===== config.mk =====
export PLATFORM = sky130hd
export DESIGN_NAME = sar_adc_host
export DESIGN_NICKNAME = d
export VERILOG_FILES = /design/src/rtl/sar_host_pkg.sv /design/src/rtl/sar_host_phase_timer.sv /design/src/rtl/sar_host_rate_timer.sv /design/src/rtl/sar_host_rx_bank.sv /design/src/rtl/sar_host_tx_shift.sv /design/src/rtl/sar_adc_host.sv
export SDC_FILE = /design/constraint.sdc
export NUM_CORES = 1
export LEC_CHECK = 0
export ABC_AREA = 1
export CORE_UTILIZATION = 31
export DETAILED_ROUTE_END_ITERATION = 7
export DONT_BUFFER_PORTS = 1
export GPL_TIMING_DRIVEN = 0
export PLACE_DENSITY = 0.57
export SYNTH_ARGS = -nofsm -noshare
export SYNTH_HDL_FRONTEND = slang
export SYNTH_HIERARCHICAL = 1
export SYNTH_SLANG_ARGS = --single-unit
export TNS_END_PERCENT = 50

===== constraint.sdc =====
create_clock -name clk -period 2.8 [get_ports clk]
set_input_delay 0.7 -clock clk [delete_from_list [all_inputs] [get_ports clk]]
set_output_delay 0.7 -clock clk [all_outputs]
set_load 0.03 [all_outputs]

===== src/rtl/sar_host_pkg.sv =====
package sar_host_pkg;

   typedef enum logic [2:0] {
      ST_IDLE,
      ST_CONV_PULSE,
      ST_CONV_WAIT,
      ST_SELECT,
      ST_SHIFT,
      ST_DONE
   } seq_state_e;

endpackage


===== src/rtl/sar_host_phase_timer.sv =====
// Down-counter that times one sequencer phase; a zero load acts as one.
module sar_host_phase_timer #(
   parameter int CNT_W = 16
) (
   input  logic             clk,
   input  logic             rst_n,
   input  logic             load,
   input  logic [CNT_W-1:0] load_val,
   output logic             last
);
   localparam logic [CNT_W-1:0] ONE = CNT_W'(1);

   logic [CNT_W-1:0] cnt;
   logic [CNT_W-1:0] eff_val;

   always_comb eff_val = (load_val == '0) ? ONE : load_val;

   always_ff @(posedge clk) begin
      if (!rst_n)          cnt <= '0;
      else if (load)       cnt <= eff_val;
      else if (cnt != '0)  cnt <= cnt - ONE;
   end

   assign last = (cnt == ONE);
endmodule


===== src/rtl/sar_host_rate_timer.sv =====
// Free-running spacing counter: restarts at each accepted conversion.
module sar_host_rate_timer #(
   parameter int CNT_W = 16
) (
   input  logic             clk,
   input  logic             rst_n,
   input  logic             restart,
   input  logic [CNT_W-1:0] period,
   output logic             expired
);
   localparam logic [CNT_W-1:0] ONE = CNT_W'(1);

   logic [CNT_W-1:0] cnt;
   logic [CNT_W-1:0] period_eff;

   always_comb period_eff = (period == '0) ? ONE : period;

   always_ff @(posedge clk) begin
      if (!rst_n)          cnt <= '1;
      else if (restart)    cnt <= ONE;
      else if (cnt != '1)  cnt <= cnt + ONE;
   end

   assign expired = (cnt >= period_eff);
endmodule


===== src/rtl/sar_host_rx_bank.sv =====
// Capture shift register for one frame and the word presented to the consumer.
module sar_host_rx_bank #(
   parameter int DATA_W     = 16,
   parameter int N_DEV      = 1,
   parameter bit OFFSET_BIN = 1'b0
) (
   input  logic              clk,
   input  logic              rst_n,
   input  logic              capture,
   input  logic              bit_in,
   input  logic              pop,
   output logic [DATA_W-1:0] word
);
   localparam int TOT = DATA_W * N_DEV;

   logic [TOT-1:0]    sreg;
   logic [DATA_W-1:0] raw;

   generate
      if (N_DEV == 1) begin : g_single
         always_ff @(posedge clk) begin
            if (!rst_n)        sreg <= '0;
            else if (capture)  sreg <= {sreg[TOT-2:0], bit_in};
            else if (pop)      sreg <= '0;
         end
      end else begin : g_chain
         always_ff @(posedge clk) begin
            if (!rst_n)        sreg <= '0;
            else if (capture)  sreg <= {sreg[TOT-2:0], bit_in};
            else if (pop)      sreg <= {sreg[TOT-DATA_W-1:0], {DATA_W{1'b0}}};
         end
      end
   endgenerate

   assign raw = sreg[TOT-1 -: DATA_W];

   generate
      if (OFFSET_BIN) begin : g_flip
         assign word = {~raw[DATA_W-1], raw[DATA_W-2:0]};
      end else begin : g_pass
         assign word = raw;
      end
   endgenerate
endmodule


===== src/rtl/sar_host_tx_shift.sv =====
// Configuration word shifter, MSB first, zero-filled behind.
module sar_host_tx_shift #(
   parameter int DATA_W = 16
) (
   input  logic              clk,
   input  logic              rst_n,
   input  logic              load,
   input  logic [DATA_W-1:0] word,
   input  logic              shift,
   output logic              bit_out
);
   logic [DATA_W-1:0] sreg;

   always_ff @(posedge clk) begin
      if (!rst_n)      sreg <= '0;
      else if (load)   sreg <= word;
      else if (shift)  sreg <= {sreg[DATA_W-2:0], 1'b0};
   end

   assign bit_out = sreg[DATA_W-1];
endmodule


===== src/rtl/sar_adc_host.sv =====
module sar_adc_host
   import sar_host_pkg::*;
#(
   parameter int DATA_W     = 16,
   parameter int N_DEV      = 1,
   parameter int CNT_W      = 16,
   parameter bit OFFSET_BIN = 1'b0
) (
   input  logic              clk,
   input  logic              rst_n,
   input  logic              start,
   input  logic [CNT_W-1:0]  cfg_pulse_cyc,
   input  logic [CNT_W-1:0]  cfg_conv_cyc,
   input  logic [CNT_W-1:0]  cfg_half_cyc,
   input  logic [CNT_W-1:0]  cfg_rate_cyc,
   input  logic [DATA_W-1:0] cfg_word,
   output logic              adc_cnv,
   output logic              adc_sclk,
   output logic              adc_din,
   input  logic              adc_sdo,
   output logic              res_valid,
   output logic [DATA_W-1:0] res_data,
   input  logic              res_ready
);
   localparam int TOT   = DATA_W * N_DEV;
   localparam int BIT_W = $clog2(TOT + 1);
   localparam int IDX_W = (N_DEV > 1) ? $clog2(N_DEV) : 1;
   localparam logic [BIT_W-1:0] BIT_LAST = BIT_W'(TOT);
   localparam logic [IDX_W-1:0] IDX_LAST = IDX_W'(N_DEV - 1);

   generate
      if (DATA_W < 2) begin : g_bad_width
         $error("sar_adc_host: DATA_W must be at least 2");
      end
      if (N_DEV < 1) begin : g_bad_chain
         $error("sar_adc_host: N_DEV must be at least 1");
      end
      if (CNT_W < 2) begin : g_bad_cnt
         $error("sar_adc_host: CNT_W must be at least 2");
      end
   endgenerate

   seq_state_e       state, state_d;
   logic             cnv_q, cnv_d;
   logic             sclk_q, sclk_d;
   logic [BIT_W-1:0] bit_cnt, bit_d;
   logic [IDX_W-1:0] idx, idx_d;

   logic             tmr_load, tmr_last;
   logic [CNT_W-1:0] tmr_val;
   logic             rate_restart, rate_ok;
   logic             rx_cap, rx_pop;
   logic             tx_load, tx_shift;

   always_comb begin
      state_d      = state;
      cnv_d        = cnv_q;
      sclk_d       = sclk_q;
      bit_d        = bit_cnt;
      idx_d        = idx;
      tmr_load     = 1'b0;
      tmr_val      = cfg_half_cyc;
      rate_restart = 1'b0;
      rx_cap       = 1'b0;
      rx_pop       = 1'b0;
      tx_load      = 1'b0;
      tx_shift     = 1'b0;
      unique case (state)
         ST_IDLE: begin
            sclk_d = 1'b1;
            if (start && rate_ok) begin
               state_d      = ST_CONV_PULSE;
               cnv_d        = 1'b1;
               tmr_load     = 1'b1;
               tmr_val      = cfg_pulse_cyc;
               rate_restart = 1'b1;
            end
         end
         ST_CONV_PULSE: begin
            if (tmr_last) begin
               state_d  = ST_CONV_WAIT;
               tmr_load = 1'b1;
               tmr_val  = cfg_conv_cyc;
            end
         end
         ST_CONV_WAIT: begin
            if (tmr_last) begin
               state_d  = ST_SELECT;
               cnv_d    = 1'b0;
               tmr_load = 1'b1;
               bit_d    = '0;
            end
         end
         ST_SELECT: begin
            if (tmr_last) begin
               state_d  = ST_SHIFT;
               sclk_d   = 1'b0;
               rx_cap   = 1'b1;
               tx_load  = 1'b1;
               tmr_load = 1'b1;
               bit_d    = bit_cnt + 1'b1;
            end
         end
         ST_SHIFT: begin
            if (tmr_last) begin
               tmr_load = 1'b1;
               if (!sclk_q) begin
                  sclk_d = 1'b1;
                  if (bit_cnt == BIT_LAST) state_d = ST_DONE;
               end else begin
                  sclk_d   = 1'b0;
                  rx_cap   = 1'b1;
                  tx_shift = 1'b1;
                  bit_d    = bit_cnt + 1'b1;
               end
            end
         end
         ST_DONE: begin
            if (res_ready) begin
               rx_pop = 1'b1;
               if (idx == IDX_LAST) begin
                  idx_d   = '0;
                  state_d = ST_IDLE;
               end else begin
                  idx_d = idx + 1'b1;
               end
            end
         end
         default: state_d = ST_IDLE;
      endcase
   end

   always_ff @(posedge clk) begin
      if (!rst_n) begin
         state   <= ST_IDLE;
         cnv_q   <= 1'b0;
         sclk_q  <= 1'b1;
         bit_cnt <= '0;
         idx     <= '0;
      end else begin
         state   <= state_d;
         cnv_q   <= cnv_d;
         sclk_q  <= sclk_d;
         bit_cnt <= bit_d;
         idx     <= idx_d;
      end
   end

   sar_host_phase_timer #(.CNT_W(CNT_W)) u_phase (
      .clk      (clk),
      .rst_n    (rst_n),
      .load     (tmr_load),
      .load_val (tmr_val),
      .last     (tmr_last)
   );

   sar_host_rate_timer #(.CNT_W(CNT_W)) u_rate (
      .clk     (clk),
      .rst_n   (rst_n),
      .restart (rate_restart),
      .period  (cfg_rate_cyc),
      .expired (rate_ok)
   );

   sar_host_rx_bank #(
      .DATA_W     (DATA_W),
      .N_DEV      (N_DEV),
      .OFFSET_BIN (OFFSET_BIN)
   ) u_rx (
      .clk     (clk),
      .rst_n   (rst_n),
      .capture (rx_cap),
      .bit_in  (adc_sdo),
      .pop     (rx_pop),
      .word    (res_data)
   );

   sar_host_tx_shift #(.DATA_W(DATA_W)) u_tx (
      .clk     (clk),
      .rst_n   (rst_n),
      .load    (tx_load),
      .word    (cfg_word),
      .shift   (tx_shift),
      .bit_out (adc_din)
   );

   assign adc_cnv   = cnv_q;
   assign adc_sclk  = sclk_q;
   assign res_valid = (state == ST_DONE);
endmodule


==> flow_summary.yaml, run 1 <==
detailed_routing:
  drt_iter0_markers: 224
  first_pass_iters: 4
  vias: 4735
  wirelength_um: 13000
  post_drt_wl_per_cell_um: 12.8
  drc: 0
  ant_nets: 0
  routed_via_density: 4.69
logic_synthesis:
  avgSynthCellArea_um2: 6.63
  synthCells: 772
  netlist_top_cells_count: "247 x nand2_1, 81 x inv_1, 79 x nand3_1"
  ys_seq_elements: 74
  synth.net_count: 878
  synth_edf_count: 0
  synth_top_area_share_pct: 28.9
  syn_area_um2: 5120
  ys_seq_area_share_pct: 28.9
  yosysWarnings: 6
  yosysMostFrequentCell: "nand2_1"
  synthArstFlopShare_pct: 0
  synthTopCellsByArea: "dfxtp_1 29%, nand2_1 18%, nand3_1 7.7%"
  synth_area_leader_cell: "dfxtp_1"
  ys_types: 42
  synth_ff_type: "dfxtp_1"
setup_path:
  endpoint_kind: "flop"
  critPathMaxFanout: 5
  critPathKind: "in -> reg"
  cp-start-kind: "primary input"
  rr_worst_depth: 19
  r2r_start: "u_rate/cnt[15]$_SDFFE_PN1P_"
  r2r_end: "u_phase/cnt[0]$_SDFFE_PN0P_"
  r2r_setup_slack_ps: 90
  cp.arrival_ps: 3040
  required_ps: 3030
grt:
  gr-total-overflow: 0
  grt_pass1_wl_um: 21000
  grt_max_degree: 20
  grt_use_total_pct: 15.8
  grt_pass1_vias: 4348
  antenna_found_initial: 0
clock_tree:
  worst_skew_pair.late_latency_ps: 340
  clock_sinks: 74
  htree_levels: 3
  cts_made_buffers: 9
  cts_root_buf: "clkbuf_16"
  path_clk_slew_ps: 60
  cts_buffer_depth: 2
  cts_tree: "yes"
placed_design:
  io_buffers: 0
  post-dp-hpwl_um: 9820
  dpl.cell_count: 988
  dpl-instance-area_um2: 5390
  place_congestion: 0.822
run_status:
  violations: "negative setup slack"
  status: "complete, but fails checks"
timing:
  fmax_mhz: 356
  finClkSkew_ps: 7.46
  finalHoldViolCount: 0
  fin_crit_sh_pct: 100
  rsz0062_at_grt: "yes"
  finalMaxSlewViolations: 0
  tightest_slew_ps: 492
  slew-limit-headroom_pct: 67.1
  timing.final.crit_period_ps: 2810
  setup_viol: 1
  worst_slack_ps: -8.85
cells_and_area:
  fin_area_um2: 5800
  area_delta_synth_final_pct: 13.3
  diodes: 0
  layout.cells.non_filler: 1010
  fin_nets: 895
  drive_gt1_share_pct: 15.9
run:
  drv_cap: 0
power:
  peakVddDrop_mv: 0.343
  p_leak_nw: 2.67
  power_density_nw_per_um2: 926
floorplanning:
  die_h_um: 131
  num_io_pins: 105
  initial_utilization_pct: 32.0
  core_um2: 16000
  rows: 46
  dieArea_um2: 17000
  fp.dieW_um: 131
hold_path:
  worstHoldEndpoint: "u_tx/sreg[0]$_SDFFE_PN0P_"
  hold_class: "reg -> reg"
  hold_path_startpoint: "u_tx/sreg[0]$_SDFFE_PN0P_"
  hold_path_depth: 2
## worst max-delay path, stage by stage
cell and delay (ps):
nor4_1 280, nand4_1 130, nand2_1 80, ha_1 130, nor2_1 40, o21bai_1 110
nand2_1 60, nand2_1 50, nand2_1 40, nand2_1 70, nand3_2 120, nand2_2 120
nand3_4 90, nand3_4 100, buf_6 120, nand2_1 50, o211ai_1 230, nor2_1 80
nand2_1 110, nor2_2 60, nand2_1 50, nand2_1 60, a21oi_2 110, nor2_1 40
## metrics by stage
stage          setup slack (ps)  util, %  total power, mW  TNS [ps]  hold WS, ps
2_1_floorplan              71.5        -             3.52         0          438
3_3_place_gp               -791     33.7             4.04    -12590          451
6_report                  -8.85     36.3             5.38     -8.85          461
5_1_grt                    -232     36.3             5.88      -474          472
3_5_place_dp               -830     33.7             4.06    -13970          454
4_1_cts                   -42.0     36.1             5.39     -42.0          457
## how the worst max path moves through the flow
stage                                start                           to  slack (ps)  cells after the start
final                      cfg_rate_cyc[0]  u_phase/cnt[0]$_SDFFE_PN0P_          -9                     24
after global routing      cfg_rate_cyc[14]  u_phase/cnt[0]$_SDFFE_PN0P_        -230                     23
after CTS                 cfg_rate_cyc[14]  u_phase/cnt[0]$_SDFFE_PN0P_         -40                     24
after detailed placement  cfg_rate_cyc[12]  u_phase/cnt[0]$_SDFFE_PN0P_        -830                     23
after global placement    cfg_rate_cyc[12]  u_phase/cnt[0]$_SDFFE_PN0P_        -790                     24
after floorplan            cfg_rate_cyc[8]  u_phase/cnt[0]$_SDFFE_PN0P_          70                     24
## kinds of logic after synthesis
kind of cell,count (synthesis),synth area share (%)
compound gates,86,10.8
fa+ha+maj,21,5.13
buf+inv,112,10.1
flops,74,28.9
simple gates,471,43.6
xor+xnor,8,1.37
## routing by layer
metal  GRT usage (%)  up-vias  wire [µm]
li1                -     2510          -
met1            20.9     2116       6160
met2            25.3       95       6000
met3            2.81       14        577
met4            6.63        0        238
met5               0        -          0
## layout make-up
class / count / area (µm²)
plain buffers: 23 / 193
clock buffers: 12 / 267
clock inverters: 4 / 48.8
fillers: 1762 / 10200
inverters: 88 / 332
multi-input cells: 586 / 3160
flip-flops and latches: 74 / 1480
well taps: 216 / 270
repair buffers: 7 / 52.6
## what timing repair did
action / in CTS / in global routing
pin swaps: 9 / 6
endpoints found under the setup margin: 21 / 13
buffers inserted: 5 / 2
hold buffers: 0 / 0
resized for setup: 8 / 9
## layout by cell type, fill, tap and decap left out, types with 5 or more instances in the layout
| master | synthesis | layout |
|---|---|---|
| xor2_1 | 6 | 6 |
| nor2_1 | 75 | 74 |
| nand4_1 | 6 | 6 |
| buf_2 | 5 | 5 |
| ha_1 | 21 | 21 |
| nor2_2 | 5 | 6 |
| clkbuf_16 | 0 | 9 |
| a21oi_2 | 11 | 12 |
| buf_4 | 6 | 13 |
| nand2_1 | 247 | 246 |
| inv_2 | 5 | 6 |
| a21oi_1 | 29 | 28 |
| o21ai_1 | 4 | 5 |
| nand3b_1 | 5 | 5 |
| nand2_2 | 18 | 19 |
| inv_1 | 81 | 80 |
| or2_2 | 5 | 5 |
| nor2_4 | 7 | 7 |
| buf_6 | 7 | 8 |
| o21ai_0 | 13 | 12 |
| o211ai_1 | 16 | 16 |
| dfxtp_1 | 74 | 74 |
| nand3_1 | 79 | 78 |
| nor2_8 | 5 | 5 |
## sequential cells by signal, summed over array words and instances (netlist names)
register / cells
u_tx/sreg: 16
u_rx/word: 16
state: 3
u_phase/cnt: 16
adc_cnv: 1
bit_cnt: 5
u_rate/cnt: 16
adc_sclk: 1
## where the power goes
group	internal, mW	leakage [nW]	switching (mW)
Combinational	1.01	1.91	1.66
Clock	0.761	0.159	0.450
Sequential	1.24	0.605	0.254
No activity file was read; power rests on OpenSTA's default activity.
==> inputs of run 2 (changes only) <==
==> constraint.sdc (replaced) <==
create_clock -name clk -period 2.8 [get_ports clk]
set_input_delay 0 -clock clk [delete_from_list [all_inputs] [get_ports clk]]
set_output_delay 0 -clock clk [all_outputs]
set_load 0.03 [all_outputs]
==> run 2 against run 1 <==
Compared with the run above:
- the run now ends clean
- highest routed layer unchanged
- critical path depth fell by 6
- via count rose by 1.5%
- first-iteration DRC count fell by 3.1%
- clock skew rose by 0.61 ps
- final cell count rose by 1.9%
- wire length rose by 0.80%
- sequential power barely moved
- total power barely moved
- utilization rose by 1.6 points
==> flow_summary.yaml, run 2 (same netlist as run 1, synthesis figures left out) <==
grt:
  gr-total-overflow: 0
  grt_use_total_pct: 16.0
  grt_max_degree: 20
  grt_pass1_wl_um: 21300
  antenna_found_initial: 1
  grt_pass1_vias: 4453
timing:
  fin_crit_sh_pct: 93.2
  setup_viol: 0
  finalMaxSlewViolations: 0
  whs_ps: 13.5
  rsz0062_at_grt: "no"
  timing.final.crit_period_ps: 2610
  finalHoldViolCount: 0
  fmax_mhz: 383
  finClkSkew_ps: 8.06
  slew-limit-headroom_pct: 42.3
  tightest_slew_ps: 863
setup_path:
  required_ps: 3030
  critPathKind: "reg -> reg"
  cp_slowest_cell: "dfxtp_1"
  crit_chain: "ha_4, a21oi_1, o21ai_0, a21oi_1, nand3_2, nand2_2, nand3_4, nand3_4, buf_6, nand2_1, o211ai_1, nor2_1, nand2_1, nor2_2, nand2_1, nand2_1, a21oi_1, nor2_1"
  cp.arrival_ps: 2840
  endpoint_kind: "flop"
  cp_common_cell: "nand2_1"
  cp-start-kind: "flop"
  max_stage_delay_ps: 450
  critPathMaxFanout: 10
clock_tree:
  worst_skew_pair.late_latency_ps: 340
  cts_buffer_depth: 2
  clock_sinks: 74
  path_clk_slew_ps: 60
  htree_levels: 3
  cts_made_buffers: 9
  cts_root_buf: "clkbuf_16"
  cts_tree: "yes"
floorplanning:
  dieArea_um2: 17000
  initial_utilization_pct: 32.0
  rows: 46
  fp.dieW_um: 131
  num_io_pins: 105
  die_h_um: 131
  core_um2: 16000
detailed_routing:
  routed_via_density: 4.67
  post_drt_wl_per_cell_um: 12.7
  ant_nets: 0
  vias: 4804
  drc: 0
  drt_iter0_markers: 217
  first_pass_iters: 4
  wirelength_um: 13100
cells_and_area:
  drive_gt1_share_pct: 16.1
  layout.cells.non_filler: 1029
  area_delta_synth_final_pct: 18.3
  fin_area_um2: 6060
  final_common_cell: "nand2_1"
  fin_nets: 913
  final_cell_mix: "246 x nand2_1, 80 x inv_1, 78 x nand3_1, 74 x nor2_1, 67 x dfxtp_1"
placed_design:
  post-dp-hpwl_um: 9820
  dpl.cell_count: 988
  io_buffers: 0
  dpl-instance-area_um2: 5390
  place_congestion: 0.822
power:
  power_density_nw_per_um2: 887
  p_leak_nw: 2.75
  power_mw: 5.38
  peakVddDrop_mv: 0.343
hold_path:
  hold_class: "in -> reg"
run_status:
  status: "finished, final reports clean"
run:
  drv_cap: 0
-- run 2: worst max-delay path: cells and delay by family (launching register included) --
kind	cells	cell delay (ps)
AOI/OAI and AO/OA	5	740
adders and majority gates	1	250
and+or+nand+nor	11	920
DFF	1	450
buffers and inverters	1	140
-- run 2: metrics by stage --
step / TNS, ps / worst slack, ps / util, %
floorplan: 0 / 596 / -
global placement: -626 / -168 / 33.7
detailed placement: -913 / -201 / 33.7
CTS: 0 / 23.0 / 37.4
global route: 0 / 10.3 / 37.9
finish: 0 / 191 / 37.9
-- run 2: final cells by class --
class                   instances  area, µm²
flip-flops and latches         74       1500
diodes                          1       2.50
plain buffers                  23        189
repair buffers                 25        248
fillers                      1746       9940
clock buffers                  12        267
inverters                      88        332
multi-input cells             586       3210
well taps                     216        270
clock inverters                 4       48.8
-- run 2: report_power, final --
part           switching [mW]  internal, mW  leakage [nW]
clock network           0.455         0.761         0.159
registers               0.260          1.25         0.604
logic                    1.66         0.989          1.99
total                    2.38          3.00          2.75
-- run 2: path summary, 6_finish.rpt --
path	from	to	slack, ps	cells after the start
worst max-delay path	u_rate/cnt[11]$_SDFFE_PN1P_	u_phase/cnt[0]$_SDFFE_PN0P_	190	18
worst min-delay path	cfg_half_cyc[6]	u_phase/cnt[6]$_SDFFE_PN0P_	10	4
worst max register to register	u_rate/cnt[11]$_SDFFE_PN1P_	u_phase/cnt[0]$_SDFFE_PN0P_	190	18
worst min register to register	u_tx/sreg[0]$_SDFFE_PN0P_	u_tx/sreg[0]$_SDFFE_PN0P_	460	2
-- run 2: per-layer routing --
metal | vias up | GRT usage, % | wire [µm] | part of all wire [%]
li1 | 2554 | - | - | -
met1 | 2140 | 20.8 | 6140 | 47
met2 | 96 | 25.6 | 6010 | 46
met3 | 14 | 2.89 | 646 | 4.9
met4 | 0 | 7.03 | 282 | 2.2
met5 | - | 0 | 0 | 0
-- run 2: what timing repair did --
action / in CTS / in global routing
gates cloned: 0 / 0
endpoints found under the hold margin: 52 / 0
endpoints found under the setup margin: 13 / 9
pin swaps: 3 / 10
resized for setup: 5 / 20
hold buffers: 24 / 0
setup buffers: 2 / 0
==> inputs of run 3 (changes only) <==
--- a/config.mk
+++ b/config.mk
@@ -11,6 +11,7 @@
 export DONT_BUFFER_PORTS = 1
 export GPL_TIMING_DRIVEN = 0
 export PLACE_DENSITY = 0.57
+export RECOVER_POWER = 50
 export SYNTH_ARGS = -nofsm -noshare
 export SYNTH_HDL_FRONTEND = slang
 export SYNTH_HIERARCHICAL = 1
==> run 3 against run 2 <==
Compared with the run above:
- sequential share of layout area is 0.31 points higher
- final area is 1.3% lower
- wire length is 0.16% lower
- utilization is 0.48 points lower
- first-iteration DRC count is 6.9% lower
- non-clock buffer count stayed put
- setup slack worse by 3.5 ps
- highest routed layer unchanged
==> flow_summary.yaml, run 3 (same netlist as run 1, synthesis figures left out) <==
power:
  power.internal_mw: 2.99
  comb_power_share_pct: 49.2
  switching_share_pct: 44.2
  p_sw_mw: 2.37
  power_density_nw_per_um2: 895
  pwr-share-seq_pct: 28.1
  peakVddDrop_mv: 0.343
  p_leak_nw: 2.72
  power_frac_clock_pct: 22.6
timing:
  rsz0062_at_grt: "no"
  finalSetupTns_ps: 0
  finalMaxSlewViolations: 0
  finalHoldViolCount: 0
  worst_slack_ps: 187
  finClkSkew_ps: 7.55
  fin_crit_sh_pct: 93.3
  tightest_slew_ps: 861
  slew-limit-headroom_pct: 42.4
  setup_viol: 0
  timing.final.crit_period_ps: 2610
  fmax_mhz: 383
clock_tree:
  worst_skew_pair.late_latency_ps: 340
  cts_buffer_depth: 2
  path_clk_slew_ps: 60
  cts_tree: "yes"
  cts_made_buffers: 9
  htree_levels: 3
  cts_root_buf: "clkbuf_16"
  clock_sinks: 74
floorplanning:
  rows: 46
  initial_utilization_pct: 32.0
  die_h_um: 131
  dieArea_um2: 17000
  fp.dieW_um: 131
  core_um2: 16000
  num_io_pins: 105
setup_path:
  critPathMaxFanout: 10
  required_ps: 3030
  cp.arrival_ps: 2840
  endpoint_kind: "flop"
  cp-startpoint: "u_rate/cnt[11]$_SDFFE_PN1P_"
  critPathKind: "reg -> reg"
  cp-start-kind: "flop"
  r2r_start: "u_rate/cnt[11]$_SDFFE_PN1P_"
cells_and_area:
  final_common_cell: "nand2_1"
  fin_nets: 913
  area_delta_synth_final_pct: 16.8
  drive_gt1_share_pct: 14.2
  fillers: 1763
  multi_input_comb_area_um2: 3160
  seq_area_um2: 1500
  final_cell_mix: "253 x nand2_1, 82 x inv_1, 79 x nand3_1, 75 x nor2_1, 67 x dfxtp_1"
grt:
  grt_pass1_vias: 4453
  antenna_found_initial: 1
  grt_max_degree: 20
  gr-total-overflow: 0
  grt_use_total_pct: 16.0
  grt_pass1_wl_um: 21300
hold_path:
  hold_path_startpoint: "cfg_half_cyc[6]"
  hold_class: "in -> reg"
detailed_routing:
  drt_iter0_markers: 202
  post_drt_wl_per_cell_um: 12.7
  vias: 4798
  wirelength_um: 13100
  routed_via_density: 4.66
  drc: 0
  ant_nets: 0
  first_pass_iters: 5
placed_design:
  io_buffers: 0
  post-dp-hpwl_um: 9820
  place_congestion: 0.822
  post-place-ws_ps: -201
run:
  drv_cap: 0
run_status:
  status: "finished, final reports clean"
==> run 3: cell count changes in the layout (fill, tap and decap cells not counted), moves of 2 or more <==
cell / delta
clkbuf_1: +3
a21oi_2: -2
nand2_1: +7
a21oi_1: +2
clkbuf_2: +2
inv_2: -2
inv_1: +2
nand2_2: -7
buf_4: -2
==> run 3: timing repair <==
action / in CTS / in global routing
setup buffers: 2 / 0
endpoints found under the hold margin: 52 / 0
gates resized for setup: 5 / 20
gates cloned: 0 / 0
hold buffers: 24 / 0
pin swaps: 3 / 10
setup endpoints to repair: 13 / 9
==> run 3: area by class of cell <==
cell class | instances | area share (%)
buffer | 23 | 2.66
timing repair buffer | 25 | 4.14
clock buffer | 12 | 4.45
clock inverter | 4 | 0.816
multi-input combinational | 586 | 52.8
sequential | 74 | 25.0
tap | 216 | 4.52
inverter | 88 | 5.54
antenna | 1 | 0.0418
==> run 3: metrics by stage <==
step | instance area [µm²] | utilization [%] | hold slack (ps) | total power, mW | std cells
5_1_grt | 5980 | 37.4 | 27.4 | 5.86 | 1029
3_3_place_gp | 5390 | 33.7 | 108 | 4.04 | 988
6_report | 5980 | 37.4 | 10.7 | 5.36 | 1029
3_5_place_dp | 5390 | 33.7 | 113 | 4.06 | 988
4_1_cts | 5980 | 37.4 | 10.0 | 5.39 | 1029
2_1_floorplan | 5120 | - | 97.6 | 3.52 | 772
==> run 3: worst paths after layout <==
path	to	slack [ps]	depth (start not counted)
worst max register to register	u_phase/cnt[0]$_SDFFE_PN0P_	190	18
worst min register to register	u_tx/sreg[0]$_SDFFE_PN0P_	460	2
worst min-delay path	u_phase/cnt[6]$_SDFFE_PN0P_	10	4
worst max-delay path	u_phase/cnt[0]$_SDFFE_PN0P_	190	18
==> run 3: power groups by stage <==
stage / Sequential, mW / Clock (mW) / Combinational [mW]
after floorplan: 1.44 / 0 / 2.08
after CTS: 1.49 / 1.26 / 2.64
after global placement: 1.52 / 0 / 2.53
after detailed placement: 1.51 / 0 / 2.54
final: 1.51 / 1.21 / 2.64
after global routing: 1.55 / 1.29 / 3.01
==> run 3: metal layers <==
layer  part of all wire (%)  wire (µm)  vias up  track usage (%)
li1                       -          -     2552                -
met1                     47       6130     2134             20.8
met2                     46       6060       97             25.6
met3                    5.0        652       15             2.89
met4                    1.6        215        0             7.03
met5                      0          0        -                0
==> run 3: critical path, stage by stage (launching register included) <==
cell and delay [ps]:
dfxtp_1 450, ha_4 250, a21oi_1 110, o21ai_0 90, a21oi_1 210, nand3_2 160
nand2_2 120, nand3_4 90, nand3_4 110, buf_6 140, nand2_1 50, o211ai_1 210
nor2_1 70, nand2_1 120, nor2_2 60, nand2_1 50, nand2_1 40, a21oi_1 120
nor2_1 50
